**config.mk**
```make
export PLATFORM = sky130hd
export DESIGN_NAME = dbg_cmd_seq
export DESIGN_NICKNAME = d
export VERILOG_FILES = /design/src/rtl/dbg_cmd_pkg.sv /design/src/rtl/dbg_cmd_decode.sv /design/src/rtl/dbg_cycle_timer.sv /design/src/rtl/dbg_cmd_seq.sv
export SDC_FILE = /design/constraint.sdc
export NUM_CORES = 1
export LEC_CHECK = 0
export BUFFER_PORTS_ARGS = -buffer_cell sky130_fd_sc_hd__buf_2
export CAP_MARGIN = 20
export CORE_MARGIN = 2
export CORE_UTILIZATION = 55
export CTS_BUF_LIST = sky130_fd_sc_hd__clkbuf_16
export DETAILED_ROUTE_END_ITERATION = 8
export GPL_ROUTABILITY_DRIVEN = 0
export PLACE_DENSITY = 0.81
export SLEW_MARGIN = 0
export SYNTH_ARGS = -nofsm -noshare
export SYNTH_HDL_FRONTEND = slang
export SYNTH_SLANG_ARGS = --single-unit
```
**constraint.sdc**
```tcl
create_clock -name clk -period 3.4 [get_ports clk]
set_input_delay 0.17 -clock clk [delete_from_list [all_inputs] [get_ports clk]]
set_output_delay 0.17 -clock clk [all_outputs]
set_load 0.05 [all_outputs]
```
**src/rtl/dbg_cmd_pkg.sv**
```systemverilog
package dbg_cmd_pkg;

    typedef enum logic [4:0] {
        K_BAD, K_STAT_RD, K_CTRL_WR, K_MEM_RD, K_MEM_WR, K_REREAD,
        K_BKPT_RD, K_BKPT_WR, K_BGND, K_ACK_ON, K_ACK_OFF, K_GO,
        K_TRACE, K_REG_RD, K_REG_WR, K_NEXT_RD, K_NEXT_WR
    } cmd_kind_t;

    typedef enum logic [2:0] {
        REG_A   = 3'd0,
        REG_CCR = 3'd1,
        REG_PC  = 3'd2,
        REG_HX  = 3'd3,
        REG_SP  = 3'd4
    } cpu_reg_t;

    typedef struct packed {
        cmd_kind_t  kind;
        logic       with_stat;
        logic       wide;
        logic       active_only;
        cpu_reg_t   reg_id;
        logic [1:0] n_in;
    } cmd_info_t;

    typedef enum logic [3:0] {
        S_IDLE, S_ADDR_HI, S_ADDR_LO, S_DIN, S_INC,
        S_WAIT, S_STAT, S_SEND, S_DISCARD
    } seq_state_t;

    function automatic logic kind_reads(cmd_kind_t k);
        return (k == K_MEM_RD) || (k == K_REREAD) || (k == K_NEXT_RD);
    endfunction

    function automatic logic kind_writes(cmd_kind_t k);
        return (k == K_MEM_WR) || (k == K_NEXT_WR);
    endfunction

endpackage

```
**src/rtl/dbg_cmd_decode.sv**
```systemverilog
module dbg_cmd_decode
    import dbg_cmd_pkg::*;
(
    input  logic [7:0] opcode,
    output cmd_info_t  info
);
    always_comb begin
        info = '{kind: K_BAD, with_stat: 1'b0, wide: 1'b0, active_only: 1'b0,
                 reg_id: REG_A, n_in: 2'd0};
        case (opcode)
            8'hE4: info.kind = K_STAT_RD;
            8'hC4: begin info.kind = K_CTRL_WR; info.n_in = 2'd1; end
            8'hE0: info.kind = K_MEM_RD;
            8'hE1: begin info.kind = K_MEM_RD; info.with_stat = 1'b1; end
            8'hE8: begin info.kind = K_REREAD; info.with_stat = 1'b1; end
            8'hC0: info.kind = K_MEM_WR;
            8'hC1: begin info.kind = K_MEM_WR; info.with_stat = 1'b1; end
            8'hE2: info.kind = K_BKPT_RD;
            8'hC2: begin info.kind = K_BKPT_WR; info.n_in = 2'd2; end
            8'h90: info.kind = K_BGND;
            8'hD5: info.kind = K_ACK_ON;
            8'hD6: info.kind = K_ACK_OFF;
            8'h08, 8'h18: begin info.kind = K_GO; info.active_only = 1'b1; end
            8'h10: begin info.kind = K_TRACE; info.active_only = 1'b1; end
            8'h68, 8'h69, 8'h6B, 8'h6C, 8'h6F: begin
                info.kind        = K_REG_RD;
                info.active_only = 1'b1;
            end
            8'h48, 8'h49, 8'h4B, 8'h4C, 8'h4F: begin
                info.kind        = K_REG_WR;
                info.active_only = 1'b1;
            end
            8'h70, 8'h71: begin
                info.kind        = K_NEXT_RD;
                info.active_only = 1'b1;
                info.with_stat   = opcode[0];
            end
            8'h50, 8'h51: begin
                info.kind        = K_NEXT_WR;
                info.active_only = 1'b1;
                info.with_stat   = opcode[0];
                info.n_in        = 2'd1;
            end
            default: ;
        endcase
        if (info.kind == K_REG_RD || info.kind == K_REG_WR) begin
            case (opcode[2:0])
                3'b000:  info.reg_id = REG_A;
                3'b001:  info.reg_id = REG_CCR;
                3'b011:  info.reg_id = REG_PC;
                3'b100:  info.reg_id = REG_HX;
                default: info.reg_id = REG_SP;
            endcase
            info.wide = (opcode[2:0] != 3'b000) && (opcode[2:0] != 3'b001);
            if (info.kind == K_REG_WR)
                info.n_in = info.wide ? 2'd2 : 2'd1;
        end
    end
endmodule

```
**src/rtl/dbg_cycle_timer.sv**
```systemverilog
module dbg_cycle_timer #(
    parameter int CYCLES = 3
) (
    input  logic clk,
    input  logic rst_n,
    input  logic start,
    output logic busy,
    output logic done
);
    localparam int CW = $clog2(CYCLES + 1);

    logic [CW-1:0] cnt_q;

    always_ff @(posedge clk or negedge rst_n) begin
        if (!rst_n)
            cnt_q <= '0;
        else if (start)
            cnt_q <= CW'(CYCLES);
        else if (cnt_q != '0)
            cnt_q <= cnt_q - 1'b1;
    end

    assign busy = (cnt_q != '0);
    assign done = (cnt_q == CW'(1));
endmodule

```
**src/rtl/dbg_cmd_seq.sv**
```systemverilog
module dbg_cmd_seq
    import dbg_cmd_pkg::*;
#(
    parameter int WAIT_CYCLES = 3,
    parameter int SYNC_CYCLES = 16
) (
    input  logic        clk,
    input  logic        rst_n,
    input  logic        rx_valid,
    output logic        rx_ready,
    input  logic [7:0]  rx_byte,
    output logic        tx_valid,
    input  logic        tx_ready,
    output logic [7:0]  tx_byte,
    input  logic        sync_req,
    output logic        sync_pulse,
    output logic [15:0] mem_addr,
    output logic        mem_re,
    output logic        mem_we,
    output logic [7:0]  mem_wdata,
    input  logic [7:0]  mem_rdata,
    output logic [2:0]  cpu_reg_sel,
    output logic        cpu_reg_we,
    output logic [15:0] cpu_reg_wdata,
    input  logic [15:0] cpu_reg_rdata,
    output logic        cpu_go,
    output logic        cpu_step,
    input  logic        cpu_step_done,
    output logic        bg_active,
    output logic        ack_en
);
    seq_state_t st_q, st_nxt;
    cmd_info_t  dec;
    cmd_kind_t  kind_q;
    cpu_reg_t   reg_q;
    logic       with_stat_q, wide_q, cnt_q;
    logic [15:0] addr_q, last_addr_q, dbuf_q, bkpt_q;
    logic       bg_en_q, bg_active_q, ack_en_q, err_q, tracing_q;
    logic [7:0] status;
    logic       rx_fire, tx_fire, refuse;
    logic       wait_start, wait_busy, wait_done;
    logic       sync_busy, sync_done;

    dbg_cmd_decode dec_i (.opcode(rx_byte), .info(dec));

    dbg_cycle_timer #(.CYCLES(WAIT_CYCLES)) wait_tmr_i (
        .clk(clk), .rst_n(rst_n), .start(wait_start),
        .busy(wait_busy), .done(wait_done));

    dbg_cycle_timer #(.CYCLES(SYNC_CYCLES)) sync_tmr_i (
        .clk(clk), .rst_n(rst_n), .start(sync_req & (~sync_busy | sync_done)),
        .busy(sync_busy), .done(sync_done));

    assign status  = {bg_en_q, bg_active_q, ack_en_q, err_q, 4'b0000};
    assign rx_fire = rx_valid & rx_ready;
    assign tx_fire = tx_valid & tx_ready;
    assign refuse  = dec.active_only & ~bg_active_q;
    assign wait_start = (st_nxt == S_WAIT) && (st_q != S_WAIT);

    // Next-state logic
    always_comb begin
        st_nxt = st_q;
        unique case (st_q)
            S_IDLE: if (rx_fire) begin
                if (refuse)
                    st_nxt = (dec.n_in != 2'd0) ? S_DISCARD : S_IDLE;
                else begin
                    case (dec.kind)
                        K_MEM_RD, K_MEM_WR:                      st_nxt = S_ADDR_HI;
                        K_REREAD:                                st_nxt = S_WAIT;
                        K_CTRL_WR, K_BKPT_WR, K_REG_WR, K_NEXT_WR: st_nxt = S_DIN;
                        K_STAT_RD, K_BKPT_RD, K_REG_RD:          st_nxt = S_SEND;
                        K_NEXT_RD:                               st_nxt = S_INC;
                        default:                                 st_nxt = S_IDLE;
                    endcase
                end
            end
            S_ADDR_HI: if (rx_fire) st_nxt = S_ADDR_LO;
            S_ADDR_LO: if (rx_fire) st_nxt = (kind_q == K_MEM_WR) ? S_DIN : S_WAIT;
            S_DIN: if (rx_fire && !cnt_q) begin
                case (kind_q)
                    K_MEM_WR:  st_nxt = S_WAIT;
                    K_NEXT_WR: st_nxt = S_INC;
                    default:   st_nxt = S_IDLE;
                endcase
            end
            S_INC:  st_nxt = S_WAIT;
            S_WAIT: if (wait_done)
                st_nxt = with_stat_q ? S_STAT : (kind_reads(kind_q) ? S_SEND : S_IDLE);
            S_STAT: if (tx_fire) st_nxt = kind_reads(kind_q) ? S_SEND : S_IDLE;
            S_SEND: if (tx_fire && !cnt_q) st_nxt = S_IDLE;
            S_DISCARD: if (rx_fire && !cnt_q) st_nxt = S_IDLE;
            default: st_nxt = S_IDLE;
        endcase
    end

    // State register and datapath
    always_ff @(posedge clk or negedge rst_n) begin
        if (!rst_n) begin
            st_q        <= S_IDLE;
            kind_q      <= K_BAD;
            reg_q       <= REG_A;
            with_stat_q <= 1'b0;
            wide_q      <= 1'b0;
            cnt_q       <= 1'b0;
            addr_q      <= '0;
            last_addr_q <= '0;
            dbuf_q      <= '0;
            bkpt_q      <= '0;
            bg_en_q     <= 1'b0;
            bg_active_q <= 1'b0;
            ack_en_q    <= 1'b0;
            err_q       <= 1'b0;
            tracing_q   <= 1'b0;
        end else begin
            st_q <= st_nxt;
            if (tracing_q && cpu_step_done) begin
                bg_active_q <= 1'b1;
                tracing_q   <= 1'b0;
            end
            unique case (st_q)
                S_IDLE: if (rx_fire) begin
                    kind_q      <= dec.kind;
                    reg_q       <= dec.reg_id;
                    with_stat_q <= dec.with_stat;
                    wide_q      <= dec.wide;
                    cnt_q       <= (dec.n_in == 2'd2);
                    if (refuse)
                        err_q <= 1'b1;
                    else begin
                        case (dec.kind)
                            K_STAT_RD: begin dbuf_q <= {status, 8'h00}; cnt_q <= 1'b0; end
                            K_BKPT_RD: begin dbuf_q <= bkpt_q; cnt_q <= 1'b1; end
                            K_REG_RD: begin
                                dbuf_q <= dec.wide ? cpu_reg_rdata : {cpu_reg_rdata[7:0], 8'h00};
                                cnt_q  <= dec.wide;
                            end
                            K_REREAD:  addr_q <= last_addr_q;
                            K_BGND:    if (bg_en_q) bg_active_q <= 1'b1;
                            K_ACK_ON:  ack_en_q <= 1'b1;
                            K_ACK_OFF: ack_en_q <= 1'b0;
                            K_GO:      bg_active_q <= 1'b0;
                            K_TRACE: begin
                                bg_active_q <= 1'b0;
                                tracing_q   <= 1'b1;
                            end
                            default: ;
                        endcase
                    end
                end
                S_ADDR_HI: if (rx_fire) addr_q[15:8] <= rx_byte;
                S_ADDR_LO: if (rx_fire) begin
                    addr_q[7:0] <= rx_byte;
                    cnt_q       <= 1'b0;
                end
                S_DIN: if (rx_fire) begin
                    dbuf_q <= {dbuf_q[7:0], rx_byte};
                    cnt_q  <= 1'b0;
                    if (!cnt_q) begin
                        if (kind_q == K_CTRL_WR) bg_en_q <= rx_byte[7];
                        if (kind_q == K_BKPT_WR) bkpt_q  <= {dbuf_q[7:0], rx_byte};
                    end
                end
                S_INC:  addr_q <= cpu_reg_rdata + 16'd1;
                S_WAIT: if (wait_done && kind_reads(kind_q)) begin
                    dbuf_q      <= {mem_rdata, 8'h00};
                    last_addr_q <= addr_q;
                    cnt_q       <= 1'b0;
                end
                S_STAT: ;
                S_SEND: if (tx_fire) begin
                    dbuf_q <= {dbuf_q[7:0], 8'h00};
                    cnt_q  <= 1'b0;
                    if (!cnt_q && kind_q == K_STAT_RD) err_q <= 1'b0;
                end
                S_DISCARD: if (rx_fire) cnt_q <= 1'b0;
                default: ;
            endcase
        end
    end

    // Outputs
    always_comb begin
        rx_ready      = (st_q == S_IDLE) || (st_q == S_ADDR_HI) || (st_q == S_ADDR_LO) ||
                        (st_q == S_DIN)  || (st_q == S_DISCARD);
        tx_valid      = (st_q == S_STAT) || (st_q == S_SEND);
        tx_byte       = (st_q == S_STAT) ? status : dbuf_q[15:8];
        mem_addr      = addr_q;
        mem_wdata     = dbuf_q[7:0];
        mem_re        = (st_q == S_WAIT) && wait_busy && kind_reads(kind_q);
        mem_we        = (st_q == S_WAIT) && wait_busy && kind_writes(kind_q);
        cpu_reg_sel   = dec.reg_id;
        cpu_reg_we    = 1'b0;
        cpu_reg_wdata = wide_q ? {dbuf_q[7:0], rx_byte} : {8'h00, rx_byte};
        if (st_q == S_INC) begin
            cpu_reg_sel   = REG_HX;
            cpu_reg_we    = 1'b1;
            cpu_reg_wdata = cpu_reg_rdata + 16'd1;
        end else if (st_q == S_DIN) begin
            cpu_reg_sel = reg_q;
            cpu_reg_we  = rx_fire && !cnt_q && (kind_q == K_REG_WR);
        end
        cpu_go     = (st_q == S_IDLE) && rx_fire && !refuse && (dec.kind == K_GO);
        cpu_step   = (st_q == S_IDLE) && rx_fire && !refuse && (dec.kind == K_TRACE);
        sync_pulse = sync_busy;
        bg_active  = bg_active_q;
        ack_en     = ack_en_q;
    end
endmodule

```
# Yosys cells after proc, flatten, opt, wreduce, memory -nomap -nowiden

Memories as Yosys holds them, arrays and structs flattened.
Cells that the tools add are included.

Input port bits: 38
Word-level logic and storage cells: 244
Flip-flop bits (word level): 91
ROM bits: 96
Output and inout bits: 61
Memories kept: 1

Add/sub/neg operators: 3
Mux-type cells: 73
Bitwise logic cells: 9
Reduce and logical (&&, ||, !) cells: 63
Equality and inequality tests: 77

Memory list:

| memory           | words | bits a word | rd ports | clocked after Yosys merged registers in | write ports | line              | RTL |
|---|---|---|---|---|---|---|---|
| (name not given) | 32    | 3           | 1        | 0                                       | 0           | dbg_cmd_seq.sv:68 | `case (dec.kind)` |

Operator list:

| cell                                          | count |
|---|---|
| 2-to-1 mux 16 bit                             | 11 |
| == test 8 x 7 -> 1 bit, second input constant | 14 |
| == test 8 bit, second input constant          | 12 |
| case mux 5 bit (16 select lines)              | 1 |
| case mux 16 bit (4 select lines)              | 1 |
| case mux 16 bit (3 select lines)              | 1 |
| case mux 8 bit (3 select lines)               | 2 |
| == test 5 x 4 -> 1 bit, second input constant | 9 |
| 2-to-1 mux 4 bit                              | 11 |
| case mux 4 bit (9 select lines)               | 1 |
| == test 5 x 3 -> 1 bit, second input constant | 5 |
| 2-to-1 mux 1 bit                              | 23 |
| == test 4 x 3 -> 1 bit, second input constant | 5 |
| AND reduction 5 bit                           | 4 |
| inequality test 2 bit, second input constant  | 9 |
| OR reduction 17 bit                           | 1 |
| adder 16 x 1 -> 16 bit, second input constant | 1 |
| == test 8 x 5 -> 1 bit, second input constant | 2 |
| 2-to-1 mux 8 bit                              | 2 |
| == test 5 x 1 -> 1 bit, second input constant | 3 |
| logical AND 1 bit                             | 15 |
| 2-to-1 mux 5 bit                              | 3 |
| 2-to-1 mux 3 bit                              | 4 |
| case mux 3 bit (4 select lines)               | 1 |
| 41 further kinds                              | 84 |

# Logic depth before layout (Yosys ltp)

Gate-level depths: netlist (run 1).

Word-level depth: 14
Mapped depth: 14
Mapped depth without buffers: 12

# Cells and area by module

From an unflattened synthesis (run 1), not the netlist that was laid out.

Cells, all modules: 673
Area, all modules: 6098.3 µm²

By module, submodules not included:

| module                       | cells each | area each (µm²) | times used | sequential area each (µm²) |
|---|---|---|---|---|
| dbg_cmd_seq                  | 551        | 5192.5          | 1          | 2102.0 |
| dbg_cmd_decode               | 83         | 503.0           | 1          | 0.0 |
| dbg_cycle_timer (sync_tmr_i) | 27         | 280.3           | 1          | 125.1 |
| dbg_cycle_timer (wait_tmr_i) | 12         | 122.6           | 1          | 50.0 |

# Worst setup path after synthesis (run 1)

OpenSTA, ideal clock, no wires.

Kind: input port to output port
Start point: input port rx_byte[0]
End point: output port cpu_reg_sel[0]
Arrival: 3.057 ns
Buffers on the path: 3
Stages on the path: 12
Data required time: 3.230 ns
Slack: 0.173 ns
Path through: clkbuf_1 clkbuf_1 maj3_1 o32ai_1 a211oi_1 inv_1 ha_1 clkbuf_1 a21o_1 nand2_1 or3_1 o211ai_1

RTL lines:

| element         | line              | RTL |
|---|---|---|
| start, declared | dbg_cmd_seq.sv:11 | `input logic [7:0] rx_byte,` |
| end, declared   | dbg_cmd_seq.sv:22 | `output logic [2:0] cpu_reg_sel,` |

==> flow_summary.yaml, run 1 <==
outcome:
  outcome: "finished, final reports clean"
yosys:
  post_synth_inst_count: 651
  synth_edf_count: 0
  synth_seq_cells: 91
  synth_ff_type: "sky130_fd_sc_hd__dfrtp_1"
  ys_async_sr_fraction_pct: 100
  post_synth_instance_area_um2: 6050
  mappedNetlistNets: 698
  synth.yosys.warnings: 0
  synth_seq_area_share_pct: 37.6
  yosysUniqueCellTypes: 77
  mean_instance_size_in_the_synthesized_netlist_um2: 9.29
global_route:
  first_global_vias: 5601
  pin_count_of_the_biggest_net_entering_global_routing: 80
  grt.total_usage_pct: 30.9
  antenna_found_initial: 0
  grt_first_pass_wirelength_mm: 28.4
  grt_remaining_overflow: 0
sta:
  slew_headroom_pct: 39.8
  max_clock_freq_mhz: 319
  setup-violations-final: 0
  period_share_pct: 92.1
  worst_clock_skew_ps: 10.6
  rsz0062_at_grt: "false"
  drv_slew: 0
  fin_tns_setup_ps: 0
  hold_violations: 0
  timing_worst_slew_pin_value_ps: 902
  final_period_minus_worst_setup_slack_ps: 3130
clock_tree:
  htreeDepth: 3
  clock_path_buffers: 2
  cts.sink_count: 91
  clk_pin_slew_worst_paths_ps: 70
  number_of_buffers_added_by_the_clock_tree_synthesis_step: 9
  cts.repair.resized: 0
  cts_tree: "done"
  clock_insertion_delay_worst_skew_ps: 350
  cts_root_buffer: "sky130_fd_sc_hd__clkbuf_16"
route:
  route.final.wire_length_mm: 18.1
  route.detailed.vias_per_inst: 6.50
  wl_cell_um: 20.6
  detail-route-antenna-nets: 0
  number_of_design_rule_violations_left_after_detail_routing: 0
  drt-pass1-iter-count: 7
  num_vias: 5711
  dr.first_iter.drc_count: 652
layout:
  insertedDiodeCount: 0
  finish.instance_area_um2: 7030
  synthToLayoutAreaGrowth_pct: 16.2
  final_net_count: 782
  finish.cell_count_without_fillers: 879
  drive_above_1_share_pct: 27.7
  final_util_pct: 65.1
power_and_ir_drop:
  total_leakage_power_nw: 3.42
  finalPower_mw: 5.35
  vdd_drop_max_v: 0.000610
  powerDensity_nw_per_um2: 761
flow_run:
  max_cap_viol_count: 0
placement:
  dpl-instance-area_um2: 6650
  dp_hpwl_mm: 13.0
  place.port_buffers: 98
  place.detailed.instances: 862
critical_path:
  critical_path_arrival_ps: 2960
  critPathLaunchType: "input port"
  worst-r2r-cell-count: 5
  regToRegSetupSlack_ps: 520
  crit_path_end_kind: "output pin"
  worst_r2r_endpoint: "bkpt_q[7]$_DFFE_PN0P_"
  worstPathMaxFanout: 19
  rr_startpoint: "st_q[2]$_DFF_PN0_"
  worst_ep_required_time_ps: 3230
  worst-setup-path-type: "input port to output pin"
min_path:
  whs_path_depth: 3
  min_from: "cpu_step_done"
  hold_end: "tracing_q$_DFF_PN0_"
  hold_class: "input port to flop"
die:
  floorplan.io_pins: 99
  die_w_um: 109
  floorplan.initialDensity_pct: 56.1
  fp.dieH_um: 109
  rows: 38
  core_region_area_um2: 10800
  fp.dieArea_um2: 11900
## final cells by class
class / count / area, µm²
clock buffer: 9 / 225
clock inverter: 6 / 113
tap: 140 / 175
sequential: 91 / 2280
fill: 867 / 3760
timing repair buffer: 125 / 718
inverter: 29 / 109
multi-input combinational: 479 / 3410
## cell usage in the layout, fill, tap and decap left out, types with 9 or more instances in the layout
cell type and instances:
sky130_fd_sc_hd__buf_2 97, sky130_fd_sc_hd__dfrtp_1 91, sky130_fd_sc_hd__nand2_1 70, sky130_fd_sc_hd__mux2_2 49, sky130_fd_sc_hd__nor2_1 39, sky130_fd_sc_hd__o21ai_0 35, sky130_fd_sc_hd__inv_1 29, sky130_fd_sc_hd__buf_4 26
sky130_fd_sc_hd__a21oi_1 23, sky130_fd_sc_hd__a21o_1 19, sky130_fd_sc_hd__nor3_1 14, sky130_fd_sc_hd__a221o_1 14, sky130_fd_sc_hd__nand2b_1 13, sky130_fd_sc_hd__nand3_1 13, sky130_fd_sc_hd__mux2i_1 13, sky130_fd_sc_hd__xor2_1 12
sky130_fd_sc_hd__a222oi_1 12, sky130_fd_sc_hd__ha_1 9, sky130_fd_sc_hd__clkbuf_16 9
## worst max-delay path, cell delays in order
cell                        delay (ps)
sky130_fd_sc_hd__buf_2             280
sky130_fd_sc_hd__nand2_1           200
sky130_fd_sc_hd__o211ai_1          260
sky130_fd_sc_hd__nor2_1             70
sky130_fd_sc_hd__a31oi_1           150
sky130_fd_sc_hd__o2111ai_1         220
sky130_fd_sc_hd__inv_1             190
sky130_fd_sc_hd__ha_1              260
sky130_fd_sc_hd__buf_4             170
sky130_fd_sc_hd__a21o_1            120
sky130_fd_sc_hd__nand2_1            70
sky130_fd_sc_hd__or3_1             370
sky130_fd_sc_hd__o211ai_1          160
sky130_fd_sc_hd__buf_2             280
## where the power goes
group	internal [mW]	leakage, nW	switching, mW
clock network	0.719	0.166	0.448
registers	1.32	1.24	0.244
logic	0.842	2.02	1.77
total	2.88	3.42	2.46
## cells by family after synthesis
group | after synthesis | synth area share, %
DFF | 91 | 37.6
buffers and inverters | 81 | 5.98
adders and majority gates | 10 | 2.03
AOI/OAI and AO/OA | 175 | 22.1
and+or+nand+nor | 212 | 18.1
xor gates and xnor gates | 20 | 2.90
muxes | 62 | 11.3
## worst max path at each step
stage	from	end	slack, ps	depth (start not counted)
3_5_place_dp	rx_byte[0]	dbuf_q[9]$_DFFE_PN0P_	150	13
2_1_floorplan	rx_byte[0]	cpu_reg_sel[0]	170	12
3_3_place_gp	rx_byte[0]	dbuf_q[13]$_DFFE_PN0P_	330	12
6_report	rx_byte[0]	cpu_reg_sel[0]	270	14
4_1_cts	rx_byte[3]	cpu_reg_sel[0]	320	12
5_1_grt	rx_byte[0]	cpu_reg_sel[0]	6	11
## per-layer routing
layer  up-vias  part of all wire (%)  global-route usage (%)
met5         -                     0                       0
met4         0                   3.7                    14.7
met3        68                   9.2                    6.46
met2       362                    45                    46.9
met1      2714                    42                    42.4
li1       2567                     -                       -
## cell usage after synthesis, types with 6 or more instances
| library cell | n | area (µm²) |
|---|---|---|
| sky130_fd_sc_hd__and3_1 | 7 | 43.8 |
| sky130_fd_sc_hd__xor2_1 | 12 | 105 |
| sky130_fd_sc_hd__nand3_1 | 13 | 65.1 |
| sky130_fd_sc_hd__a221o_1 | 14 | 140 |
| sky130_fd_sc_hd__clkbuf_1 | 25 | 93.8 |
| sky130_fd_sc_hd__a21o_1 | 19 | 143 |
| sky130_fd_sc_hd__a21oi_1 | 23 | 115 |
| sky130_fd_sc_hd__dfrtp_1 | 91 | 2280 |
| sky130_fd_sc_hd__o21ai_0 | 35 | 175 |
| sky130_fd_sc_hd__buf_4 | 9 | 67.6 |
| sky130_fd_sc_hd__ha_1 | 9 | 113 |
| sky130_fd_sc_hd__buf_2 | 9 | 45.0 |
| sky130_fd_sc_hd__and2_1 | 6 | 37.5 |
| sky130_fd_sc_hd__a41oi_1 | 6 | 52.6 |
| sky130_fd_sc_hd__nand4_1 | 8 | 50.1 |
| sky130_fd_sc_hd__nor3_1 | 14 | 70.1 |
| sky130_fd_sc_hd__nand2_1 | 70 | 263 |
| sky130_fd_sc_hd__or3_1 | 8 | 50.1 |
| sky130_fd_sc_hd__nor2_1 | 39 | 146 |
| sky130_fd_sc_hd__inv_1 | 29 | 109 |
| sky130_fd_sc_hd__nor2b_1 | 6 | 37.5 |
| sky130_fd_sc_hd__a222oi_1 | 12 | 120 |
| sky130_fd_sc_hd__o221ai_1 | 7 | 61.3 |
| sky130_fd_sc_hd__nand2b_1 | 13 | 81.3 |
| sky130_fd_sc_hd__mux2i_1 | 13 | 130 |
| sky130_fd_sc_hd__xnor2_1 | 8 | 70.1 |
| sky130_fd_sc_hd__o22ai_1 | 6 | 37.5 |
| sky130_fd_sc_hd__mux2_2 | 49 | 552 |
| sky130_fd_sc_hd__buf_1 | 7 | 26.3 |
## stage by stage
stage          hold WS, ps  worst slack [ps]
2_1_floorplan         -126               173
3_3_place_gp           369               334
3_5_place_dp           396               148
4_1_cts               39.0               319
5_1_grt                120              5.94
6_report              96.9               268
## registers in the layout, indices dropped and copies added, names as in the netlist, 2 cells and up
register	cells
bkpt_q	16
wait_tmr_i.cnt_q	2
last_addr_q	16
reg_q	3
mem_addr	16
st_q	4
sync_tmr_i.cnt_q	5
dbuf_q	16
kind_q	5
## repair_timing
| action | in CTS | in global routing |
|---|---|---|
| buffers inserted | 0 | 0 |
| hold buffers | 0 | 1 |
| endpoints found under the hold margin | 0 | 91 |
(Power assumes the default switching activity.)
==> run 2: changes to the inputs <==
--- a/config.mk
+++ b/config.mk
@@ -7,7 +7,6 @@
 export LEC_CHECK = 0
 export BUFFER_PORTS_ARGS = -buffer_cell sky130_fd_sc_hd__buf_2
 export CAP_MARGIN = 20
-export CORE_MARGIN = 2
 export CORE_UTILIZATION = 55
 export CTS_BUF_LIST = sky130_fd_sc_hd__clkbuf_16
 export DETAILED_ROUTE_END_ITERATION = 8
==> flow_summary.yaml, run 2 (synthesized netlist as in run 1, its figures left out) <==
outcome:
  outcome: "finished, final reports clean"
layout:
  final_net_count: 782
  seqCellArea_um2: 2280
  most_frequent_cells_in_the_layout: "97 x sky130_fd_sc_hd__buf_2, 91 x sky130_fd_sc_hd__dfrtp_1, 70 x sky130_fd_sc_hd__nand2_1"
  synthToLayoutAreaGrowth_pct: 14.9
  insertedDiodeCount: 0
  multi_input_area_um2: 3410
  drive_above_1_share_pct: 27.7
  fillers: 831
  final_common_cell: "sky130_fd_sc_hd__buf_2"
  finish.instance_area_um2: 6950
clock_tree:
  clock_insertion_delay_worst_skew_ps: 350
  htreeDepth: 3
  cts_tree: "done"
  clk_pin_slew_worst_paths_ps: 70
  clock_path_buffers: 2
  cts.repair.resized: 0
  number_of_buffers_added_by_the_clock_tree_synthesis_step: 9
  cts.sink_count: 91
  cts_root_buffer: "sky130_fd_sc_hd__clkbuf_16"
  postCtsHoldBufs: 1
  post_cts.repair.setup_buffers: 0
power_and_ir_drop:
  internal-power_mw: 2.67
  powerDensity_nw_per_um2: 743
  p_clk_share_pct: 19.0
  total_leakage_power_nw: 3.39
  vdd_drop_max_v: 0.000492
  power.share.switching_pct: 48.3
  power.combinational.fraction_pct: 51.1
  finalPower_mw: 5.17
  p_sw_mw: 2.49
  p_seq_share_pct: 29.8
placement:
  place.port_buffers: 98
  dpl-instance-area_um2: 6660
  dp_hpwl_mm: 13.3
global_route:
  antenna_found_initial: 0
  grt_first_pass_wirelength_mm: 28.7
  grt_remaining_overflow: 0
  pin_count_of_the_biggest_net_entering_global_routing: 69
  grt.total_usage_pct: 32.7
  first_global_vias: 5407
sta:
  max_clock_freq_mhz: 323
  slew_headroom_pct: 30.0
  period_share_pct: 91.0
  worst_hold_slack_ps: 103
  hold_violations: 0
  drv_slew: 0
  setup-violations-final: 0
  timing_worst_slew_pin_value_ps: 1050
  worst_clock_skew_ps: 7.68
  fin_tns_setup_ps: 0
  final_period_minus_worst_setup_slack_ps: 3090
  rsz0062_at_grt: "false"
route:
  number_of_design_rule_violations_left_after_detail_routing: 0
  drt-pass1-iter-count: 9
  met2_wirelength_mm: 8.60
  dr.first_iter.drc_count: 608
  num_vias: 5794
  dr_wl_met3_mm: 1.81
  route.final.wire_length_mm: 18.4
  topRoutingLayerUsed: "met4"
  wl_met1_mm: 7.39
  wl_cell_um: 21.0
  detail-route-antenna-nets: 0
  route.detailed.vias_per_inst: 6.61
die:
  fp.dieH_um: 107
  rows: 37
  fp.dieArea_um2: 11400
  floorplan.io_pins: 99
  core_region_area_um2: 10500
  floorplan.initialDensity_pct: 57.6
  die_w_um: 107
critical_path:
  rr_startpoint: "st_q[3]$_DFF_PN0_"
  critPathLaunchType: "input port"
  worstPathMaxFanout: 20
  worst-setup-path-type: "input port to output pin"
  crit_path_end_kind: "output pin"
  worst_ep_required_time_ps: 3230
  critical_path_arrival_ps: 2920
  cp-startpoint: "rx_byte[3]"
min_path:
  hold_class: "input port to flop"
  min_from: "cpu_step_done"
flow_run:
  max_cap_viol_count: 0
==> run 2: cell types whose count changed in the layout (fill, tap and decap cells not counted), sizes merged <==
cell | previous run | this run
bufinv | 3 | 0
inv | 31 | 35
==> run 2: metrics by stage <==
stage                     cells  util [%]  setup slack, ps
after detailed placement    859      63.3              155
final                       876      66.1              307
after global placement      859      63.3              343
after global routing        876      66.1              118
after CTS                   876      66.1              346
after floorplan             651         -              173
==> run 2: cell type report <==
cell class	count	area share, %
flip-flops and latches	91	32.8
inverters	29	1.57
well taps	136	2.45
repair buffers	125	10.0
clock inverters	7	0.846
clock buffers	9	3.24
multi-input cells	479	49.1
==> run 2: power groups by stage <==
stage                     logic [mW]  clock network, mW  registers (mW)
after floorplan                 1.69                  0            1.81
after global placement          2.54                  0            1.53
after detailed placement        2.60                  0            1.55
after CTS                       2.62              0.986            1.53
after global routing            2.79               1.02            1.57
final                           2.64              0.983            1.54
==> run 2: metal layers <==
metal,GRT usage (%),vias to the layer above
li1,-,2568
met1,43.5,2792
met2,52.1,361
met3,7.60,73
met4,12.2,0
met5,0,-
==> run 2: worst max-delay path, cell delays in order <==
cell and delay [ps]:
sky130_fd_sc_hd__buf_2 330, sky130_fd_sc_hd__nor2b_1 300, sky130_fd_sc_hd__o211ai_1 170, sky130_fd_sc_hd__nor2_1 130, sky130_fd_sc_hd__a31oi_1 50, sky130_fd_sc_hd__o2111ai_1 340, sky130_fd_sc_hd__ha_1 350, sky130_fd_sc_hd__a21o_1 170
sky130_fd_sc_hd__nand2_1 70, sky130_fd_sc_hd__or3_1 380, sky130_fd_sc_hd__o211ai_1 160, sky130_fd_sc_hd__buf_2 290
==> run 2: worst paths after layout <==
kind / end / slack [ps] / cells after the start
setup reg to reg: bkpt_q[6]$_DFFE_PN0P_ / 590 / 4
hold / removal: tracing_q$_DFF_PN0_ / 100 / 3
min in group asynchronous: wait_tmr_i.cnt_q[0]$_DFFE_PN0P_ / 470 / 2
hold reg to reg: tracing_q$_DFF_PN0_ / 490 / 1
setup / recovery: cpu_reg_sel[0] / 310 / 12
max in group asynchronous: dbuf_q[7]$_DFFE_PN0P_ / 2030 / 3
